`src/rtl/bert_tx_pkg.sv`:
```
package bert_tx_pkg;

  typedef enum logic [2:0] {
    PAT_PRBS7  = 3'd0,
    PAT_PRBS11 = 3'd1,
    PAT_PRBS15 = 3'd2,
    PAT_QRSS   = 3'd3,
    PAT_REPEAT = 3'd4,
    PAT_ALT    = 3'd5
  } pat_e;

  // shared shift register width and zero-run length for the quasi-random mode
  localparam int unsigned LFSR_W   = 20;
  localparam int unsigned QRSS_RUN = 14;
  localparam int unsigned NPOLY    = 4;

  // register length of polynomial g (indexed by the low bits of the mode code)
  function automatic int unsigned poly_len(int unsigned g);
    case (g)
      0:       return 7;
      1:       return 11;
      2:       return 15;
      default: return 20;
    endcase
  endfunction

  // middle tap exponent of polynomial g
  function automatic int unsigned poly_tap(int unsigned g);
    case (g)
      0:       return 6;
      1:       return 9;
      2:       return 14;
      default: return 17;
    endcase
  endfunction

endpackage

```
`src/rtl/bert_prbs_core.sv`:
```
module bert_prbs_core
  import bert_tx_pkg::*;
#(
  parameter int unsigned W   = LFSR_W,
  parameter int unsigned RUN = QRSS_RUN
) (
  input  logic       clk,
  input  logic       rst_n,
  input  logic       seed,
  input  logic       step,
  input  logic [1:0] poly_sel,
  output logic       bit_o
);

  logic [W-1:0]     s_q;
  logic [NPOLY-1:0] fb_v;
  logic [NPOLY-1:0] head_v;
  logic             zero_run;

  // one feedback network per polynomial, all on the same register
  for (genvar g = 0; g < NPOLY; g++) begin : g_poly
    localparam int unsigned PL = poly_len(g);
    localparam int unsigned PT = poly_tap(g);
    assign fb_v[g]   = s_q[PL-1] ^ s_q[PT-1];
    assign head_v[g] = s_q[PL-1];
  end

  // the top RUN bits are the current bit and the RUN-1 that follow it
  assign zero_run = ~|s_q[W-1 -: RUN];

  always_comb begin
    if (poly_sel == PAT_QRSS[1:0]) bit_o = head_v[NPOLY-1] | zero_run;
    else                           bit_o = head_v[poly_sel];
  end

  always_ff @(posedge clk or negedge rst_n) begin
    if (!rst_n)    s_q <= '1;
    else if (seed) s_q <= '1;
    else if (step) s_q <= {s_q[W-2:0], fb_v[poly_sel]};
  end

endmodule

```
`src/rtl/bert_word_seq.sv`:
```
module bert_word_seq #(
  parameter int unsigned REP_MAX = 32,
  parameter int unsigned ALT_W   = 16,
  parameter int unsigned CNT_W   = 8,
  localparam int unsigned LEN_W  = $clog2(REP_MAX),
  localparam int unsigned AIDX_W = $clog2(ALT_W)
) (
  input  logic               clk,
  input  logic               rst_n,
  input  logic               load,
  input  logic               step,
  input  logic               alt_i,
  input  logic [LEN_W-1:0]   cfg_len,
  input  logic [REP_MAX-1:0] cfg_word,
  input  logic [ALT_W-1:0]   cfg_alt_a,
  input  logic [ALT_W-1:0]   cfg_alt_b,
  input  logic [CNT_W-1:0]   cfg_flip,
  output logic               bit_o
);

  localparam logic [LEN_W-1:0] ALT_TOP = LEN_W'(ALT_W - 1);

  logic               alt_q;
  logic [LEN_W-1:0]   len_q;
  logic [REP_MAX-1:0] word_q;
  logic [ALT_W-1:0]   a_q;
  logic [ALT_W-1:0]   b_q;
  logic [CNT_W-1:0]   flip_q;
  logic [LEN_W-1:0]   ptr_q;
  logic [CNT_W-1:0]   wcnt_q;
  logic               sel_q;
  logic [LEN_W-1:0]   top_q;

  assign top_q = alt_q ? ALT_TOP : len_q;

  always_ff @(posedge clk or negedge rst_n) begin
    if (!rst_n) begin
      alt_q  <= 1'b0;
      len_q  <= '0;
      word_q <= '0;
      a_q    <= '0;
      b_q    <= '0;
      flip_q <= '0;
      ptr_q  <= '0;
      wcnt_q <= '0;
      sel_q  <= 1'b0;
    end else if (load) begin
      alt_q  <= alt_i;
      len_q  <= cfg_len;
      word_q <= cfg_word;
      a_q    <= cfg_alt_a;
      b_q    <= cfg_alt_b;
      flip_q <= cfg_flip;
      ptr_q  <= alt_i ? ALT_TOP : cfg_len;
      wcnt_q <= '0;
      sel_q  <= 1'b0;
    end else if (step) begin
      if (ptr_q == '0) begin
        ptr_q <= top_q;
        if (alt_q) begin
          if (wcnt_q == flip_q) begin
            wcnt_q <= '0;
            sel_q  <= ~sel_q;
          end else begin
            wcnt_q <= wcnt_q + CNT_W'(1);
          end
        end
      end else begin
        ptr_q <= ptr_q - LEN_W'(1);
      end
    end
  end

  always_comb begin
    if (alt_q) bit_o = sel_q ? b_q[ptr_q[AIDX_W-1:0]] : a_q[ptr_q[AIDX_W-1:0]];
    else       bit_o = word_q[ptr_q];
  end

endmodule

```
`src/rtl/bert_tx_gen.sv`:
```
module bert_tx_gen
  import bert_tx_pkg::*;
#(
  parameter int unsigned REP_MAX = 32,
  parameter int unsigned ALT_W   = 16,
  parameter int unsigned CNT_W   = 8,
  localparam int unsigned LEN_W  = $clog2(REP_MAX)
) (
  input  logic               clk,
  input  logic               rst_n,
  input  logic [2:0]         cfg_mode,
  input  logic [LEN_W-1:0]   cfg_len,
  input  logic [REP_MAX-1:0] cfg_word,
  input  logic [ALT_W-1:0]   cfg_alt_a,
  input  logic [ALT_W-1:0]   cfg_alt_b,
  input  logic [CNT_W-1:0]   cfg_flip,
  input  logic               load,
  input  logic               bit_rdy,
  output logic               bit_vld,
  output logic               bit_out
);

  logic [2:0] mode_q;
  logic       vld_q;
  logic       step;
  logic       lfsr_mode;
  logic       lfsr_bit;
  logic       word_bit;
  logic       pick;

  always_ff @(posedge clk or negedge rst_n) begin
    if (!rst_n) begin
      mode_q <= '0;
      vld_q  <= 1'b0;
    end else if (load) begin
      mode_q <= cfg_mode;
      vld_q  <= 1'b1;
    end
  end

  assign step      = vld_q & bit_rdy & ~load;
  assign lfsr_mode = (mode_q < PAT_REPEAT);

  bert_prbs_core #(
    .W   (LFSR_W),
    .RUN (QRSS_RUN)
  ) u_prbs (
    .clk      (clk),
    .rst_n    (rst_n),
    .seed     (load),
    .step     (step & lfsr_mode),
    .poly_sel (mode_q[1:0]),
    .bit_o    (lfsr_bit)
  );

  bert_word_seq #(
    .REP_MAX (REP_MAX),
    .ALT_W   (ALT_W),
    .CNT_W   (CNT_W)
  ) u_word (
    .clk       (clk),
    .rst_n     (rst_n),
    .load      (load),
    .step      (step),
    .alt_i     (cfg_mode == PAT_ALT),
    .cfg_len   (cfg_len),
    .cfg_word  (cfg_word),
    .cfg_alt_a (cfg_alt_a),
    .cfg_alt_b (cfg_alt_b),
    .cfg_flip  (cfg_flip),
    .bit_o     (word_bit)
  );

  always_comb begin
    case (mode_q)
      PAT_PRBS7, PAT_PRBS11, PAT_PRBS15, PAT_QRSS: pick = lfsr_bit;
      PAT_REPEAT, PAT_ALT:                         pick = word_bit;
      default:                                     pick = 1'b0;
    endcase
  end

  assign bit_vld = vld_q;
  assign bit_out = vld_q & pick;

endmodule

```
`config.mk`:
```
export PLATFORM = sky130hd
export DESIGN_NAME = bert_tx_gen
export DESIGN_NICKNAME = d
export VERILOG_FILES = /design/src/rtl/bert_tx_pkg.sv /design/src/rtl/bert_prbs_core.sv /design/src/rtl/bert_word_seq.sv /design/src/rtl/bert_tx_gen.sv
export SDC_FILE = /design/constraint.sdc
export NUM_CORES = 1
export LEC_CHECK = 0
export BUFFER_PORTS_ARGS = -buffer_cell sky130_fd_sc_hd__buf_4
export CORE_MARGIN = 4
export CORE_UTILIZATION = 57
export CTS_CLUSTER_DIAMETER = 60
export CTS_CLUSTER_SIZE = 24
export DETAILED_ROUTE_END_ITERATION = 10
export PLACE_DENSITY = 0.76
export REMOVE_ABC_BUFFERS = 1
export SKIP_CTS_REPAIR_TIMING = 1
export SLEW_MARGIN = 10
export SYNTH_ARGS = -nofsm -noshare
export SYNTH_HDL_FRONTEND = slang
export SYNTH_SLANG_ARGS = --single-unit
export TNS_END_PERCENT = 10
```
`constraint.sdc`:
```
create_clock -name clk -period 2.6 [get_ports clk]
set_input_delay 0.52 -clock clk [delete_from_list [all_inputs] [get_ports clk]]
set_output_delay 0.52 -clock clk [all_outputs]
set_load 0.01 [all_outputs]
```
Word level (Yosys, flattened, before mapping)
Cells that the tools add are included.
{"block": "word_totals", "ff_bits": 116, "latch_bits": 0, "mem_bits_rw": 0, "rom_bits": 0, "input_bits": 84, "output_inout_bits": 2, "elab_cells": 81, "n_memories": 0}
{"block": "classes", "add_sub_neg": 2, "n_mul": 0, "div_mod_pow": 0, "n_lt_le_gt_ge": 4, "eq_ne": 8, "shifts": 0, "n_mux": 31, "bitwise": 11, "n_reduce_logical": 13}
{"operator": "$mux 20", "n": 2}
{"operator": "$mux 8", "n": 5}
{"operator": "$mux 5", "n": 5}
{"operator": "$reduce_or 14->1", "n": 1}
{"operator": "$mux 1", "n": 13}
{"operator": "$reduce_bool 2->1", "n": 5}
{"operator": "$eq 3x3->1 const B", "n": 3}
{"operator": "$add 8x1->8 const B", "n": 1}
{"operator": "$bmux 1 s4", "n": 2}
{"operator": "$eq 8x8->1", "n": 1}
{"operator": "$eq 3x2->1 const B", "n": 2}
{"operator": "$lt 5x6->1 const B", "n": 1}
{"operator": "$bmux 1 s5", "n": 1}
{"operator": "$logic_not 5->1", "n": 1}
{"operator": "$lt 4x5->1 const B", "n": 1}
{"operator": "$sub 5x1->5 const B", "n": 1}
{"operator": "$and 1x1->1", "n": 4}
{"operator": "$bmux 1 s2", "n": 2}
{"operator": "$reduce_and 4->1", "n": 1}
{"operator": "$reduce_or 4->1", "n": 1}
{"operator": "$xor 1x1->1", "n": 4}
{"operator": "$eq 3x1->1 const B", "n": 1}
{"operator": "$logic_not 3->1", "n": 1}
{"operator": "$lt 2x3->1 const B", "n": 1}
{"operator": "other kinds (8)", "n": 9}

Depth between registers and ports, before layout
{"block": "logic_depth", "ltp_word": 6, "ltp_mapped": 10, "mapped_depth_nobuf": 8}

Modules after synthesis
From an unflattened synthesis, not the netlist that was laid out.
{"block": "hier_totals", "cells_unflattened": 419, "hier_area_um2": 5517.8}
{"module": "bert_word_seq", "n_inst": 1, "cells_each": 319, "area_each_um2": 4356.7, "seq_area_each_um2": 2302.2}
{"module": "bert_prbs_core", "n_inst": 1, "cells_each": 84, "area_each_um2": 980.9, "seq_area_each_um2": 525.5}
{"module": "bert_tx_gen", "n_inst": 1, "cells_each": 16, "area_each_um2": 180.2, "seq_area_each_um2": 100.1}

Worst setup path after synthesis
No wires, ideal clock.
{"block": "synth_path", "path_type": "flip-flop to output port", "from": "register u_word.ptr_q[0]", "to": "output bit_out", "arrival_ps": 1628, "t_required_ps": 2080, "slack_ps": 452, "stages_incl_launch_ff": 8, "path_buffers": 1, "cell_sequence": "dfrtp_1 > buf_6 > mux4_2 > mux2i_1 > nor3_1 > a221oi_2 > o22a_1 > o21ai_1"}
{"block": "synth_via", "elab_chain_cells": 6, "word_cells_on_any_way": 10, "cone_classes": "mux: 9; bitwise: 1"}
{"element": "start: declaration", "line_no": "bert_word_seq.sv:29", "source": "logic [LEN_W-1:0] ptr_q;"}
{"element": "start signal: assignment", "line_no": "bert_word_seq.sv:54", "source": "ptr_q <= alt_i ? ALT_TOP : cfg_len;"}
{"element": "start signal: assignment", "line_no": "bert_word_seq.sv:59", "source": "ptr_q <= top_q;"}
{"element": "start signal: assignment", "line_no": "bert_word_seq.sv:69", "source": "ptr_q <= ptr_q - LEN_W'(1);"}
{"element": "$bmux 1 s4", "line_no": "bert_word_seq.sv:75", "source": "if (alt_q) bit_o = sel_q ? b_q[ptr_q[AIDX_W-1:0]] : a_q[ptr_q[AIDX_W-1:0]];"}
{"element": "$mux 1 (not written as such)", "line_no": "bert_word_seq.sv:75"}
{"element": "$mux 1", "line_no": "bert_word_seq.sv:75"}
{"element": "$mux 1 (*)", "line_no": "bert_word_seq.sv:75"}
{"element": "$pmux 1 s2 (*)", "line_no": "bert_tx_gen.sv:75", "source": "case (mode_q)"}
{"element": "$and 1x1->1 (*)", "line_no": "bert_tx_gen.sv:83", "source": "assign bit_out = vld_q & pick;"}
{"element": "end: declaration", "line_no": "bert_tx_gen.sv:20", "source": "output logic bit_out"}
Mark *: on every way between the ends. The rest lies on a longest branch, timed or not. The select of a mux whose other input is x is not followed.

Final worst setup path
Same ends and word-level chain as after synthesis.

==> flow_summary.toml <==
[setup_path]
required_ns = 2.08
max_stage_delay_ns = 0.53
crit_slowest_cell = "mux4_2"
path_cells = "mux4_2 > mux2i_2 > nor3_2 > a221oi_2 > o22a_1 > o21ai_1 > buf_4"
path_max_fanout = 7
worstSetupPathType = "flop to primary output"
worst_setup_path_end_kind = "primary output"
cp.arrival_ns = 2.36
cp-start-kind = "flop"

[synthesis]
ys_seq_area_share_pct = 53.45
synth_top_area_share_pct = 43.86
synth_edf_count = 0
synth-seq-cells = 116
syn_avg_cell_area_sq_um = 12.51
post-synth-top-count-cell = "dfrtp_1"
async_reset_ff_share_pct = 100.0
synth_top_area_cell = "dfrtp_1"
yosys-top-cells-area = "dfrtp_1, mux2_2, dfstp_2"
synthesis.area_sq_mm = 0.005478
ys_top_cells_by_count = "dfrtp_1, mux2_2, nor2_1"
yosys_most_used_dff = "dfrtp_1"
synthDistinctLibCells = 45
yosysWarnings = 0
synthesis.instances = 438

[flow_run]
drv_cap = 0

[finish]
layout-drive-gt1-share_pct = 47.07
synthToLayoutAreaGrowth_pct = 26.63
fill_cells = 658
nNetsFinal = 619
antenna_cells = 0

[sta]
hold_viol = 0
clock_skew_ns = 0.009592
worst_slack_ns = -0.2765
tightest_slew_ns = 0.9546
max_freq_ghz = 0.3476
drv_slew = 0
finalSetupViolCount = 1
final.period_utilization_pct = 110.6
slew_headroom_pct = 36.35
holdWs_ns = 0.2417
period_needed_ns = 2.877
rsz0062_at_grt = "yes"

[clocking]
cts_tree = "yes"
root_buffer = "clkbuf_8"
h-tree-depth = 4
cts.sinks = 116
cts_buffers = 17
clk_latency_ns = 0.51
clk_pin_slew_ns = 0.06
clk_path_buf_depth = 2

[global_route]
grt_max_degree = 64
grt_pass1_wl_microns = 20210
busiest_layer = "met2"
track_usage_pct = 22.98
antenna_found_initial = 0
overflow = 0
grt_pass1_vias = 4110
grt.met1_usage_pct = 28.61
grt_use_met3_pct = 5.889
met2_usage_pct = 39.94

[pwr]
ir_drop_uv = 494.4
finalPower_mw = 5.145
p_leak_nw = 2.953
powerDensity_mw_per_mm2 = 741.7

[status]
status = "finished, violations left"
violations = "negative setup slack"

[floorplanning]
die_area_sq_mm = 0.01124
io_pins = 86
die_w_microns = 106.0
core_sq_mm = 0.009284
num_rows = 35
initial_core_util_pct = 59.00
die_h_microns = 106.0

[routing]
wire_per_inst_microns = 17.72
drt_iter0_drc = 207
vias = 3821
dr.pass1.iters = 4
ant_nets = 0
vias_per_cell = 5.661
drt_drc_violations_left = 0
routed_wl_microns = 11960

[place]
detailed_place_hpwl_microns = 8427
io_buffer_count = 85
gp_congestion = 0.8303

[min_path]
hold_path_class = "input pin to flop"
area by class of cell:
cell class | instances | area [sq um] | share of cell area, %
clock inverters | 12 | 180.2 | 2.597
inverters | 6 | 22.52 | 0.3247
flip-flops and latches | 116 | 2930 | 42.24
repair buffers | 101 | 789.5 | 11.38
well taps | 129 | 161.4 | 2.327
clock buffers | 20 | 435.4 | 6.277
multi-input cells | 291 | 2417 | 34.85
layout by cell type (no fill, tap or decap), types with 14 or more instances in the layout:
cell type  count
a21oi_1       31
buf_4         97
clkbuf_16     16
dfrtp_1       94
dfstp_2       20
mux2_2        80
mux4_2        14
nand2_1       21
nor2_1        50
xnor2_1       14
sequential cells by signal, indices dropped and copies added (netlist names):
register,count
u_word.alt_q,1
mode_q,3
u_word.a_q,16
u_word.b_q,16
u_word.len_q,5
u_prbs.s_q,20
u_word.sel_q,1
u_word.flip_q,8
u_word.ptr_q,5
bit_vld,1
u_word.wcnt_q,8
u_word.word_q,32
path summary, 6_finish.rpt:
path	start	end	slack [ns]	cells after the start
worst max-delay path	u_word.ptr_q[0]$_DFFE_PN0P_	bit_out	-0.28	7
worst min-delay path	cfg_alt_b[0]	u_word.b_q[0]$_DFFE_PN0P_	0.24	2
worst max register to register	u_word.ptr_q[1]$_DFFE_PN0P_	u_word.wcnt_q[7]$_DFFE_PN0P_	0.41	10
worst min register to register	u_prbs.s_q[2]$_DFFE_PN1P_	u_prbs.s_q[2]$_DFFE_PN1P_	0.51	2
max in group asynchronous	rst_n	u_word.ptr_q[1]$_DFFE_PN0P_	1.35	3
min in group asynchronous	rst_n	u_word.a_q[7]$_DFFE_PN0P_	0.49	2
logic make-up (layout without fill, tap and decap cells):
logic type      count (synthesis)  after routing  share of synthesized area (%)
flops                         116            116                          53.45
mux                           107            107                          24.58
simple gates                  102            102                          8.840
compound gates                 64             64                          7.470
buf+inv                        31            139                          2.649
xor+xnor                       16             16                          2.558
fa+ha+maj                       2              2                         0.4568
routing by layer:
metal,vias to the layer above,part of all wire [%]
met4,0,1.0
met5,-,0
met1,1931,41
met2,111,53
met3,10,5.1
li1,1769,-
stage by stage:
| step | worst slack, ns | cell area, sq um | setup TNS (ns) | util [%] | cells |
|---|---|---|---|---|---|
| finish | -0.2765 | 6937 | -0.2765 | 74.72 | 675 |
| detailed placement | 0.1576 | 6289 | 0 | 67.74 | 641 |
| global placement | 0.1835 | 6289 | 0 | 67.74 | 641 |
| floorplan | 0.1160 | 5355 | 0 | - | 413 |
| CTS | -0.4362 | 6904 | -0.4362 | 74.37 | 673 |
| global route | -0.3981 | 6937 | -0.3981 | 74.72 | 675 |
power by group:
| part | internal, mW | switching, mW |
|---|---|---|
| clock network | 1.58 | 0.805 |
| registers | 1.96 | 0.122 |
| logic | 0.389 | 0.286 |
critical path: cells and delay by family (launching register included):
| kind | cells | cell delay, ns |
|---|---|---|
| flops | 1 | 0.47 |
| buf+inv | 1 | 0.14 |
| mux | 2 | 0.74 |
| compound gates | 3 | 0.44 |
| simple gates | 1 | 0.06 |
(Power assumes the default switching activity.)
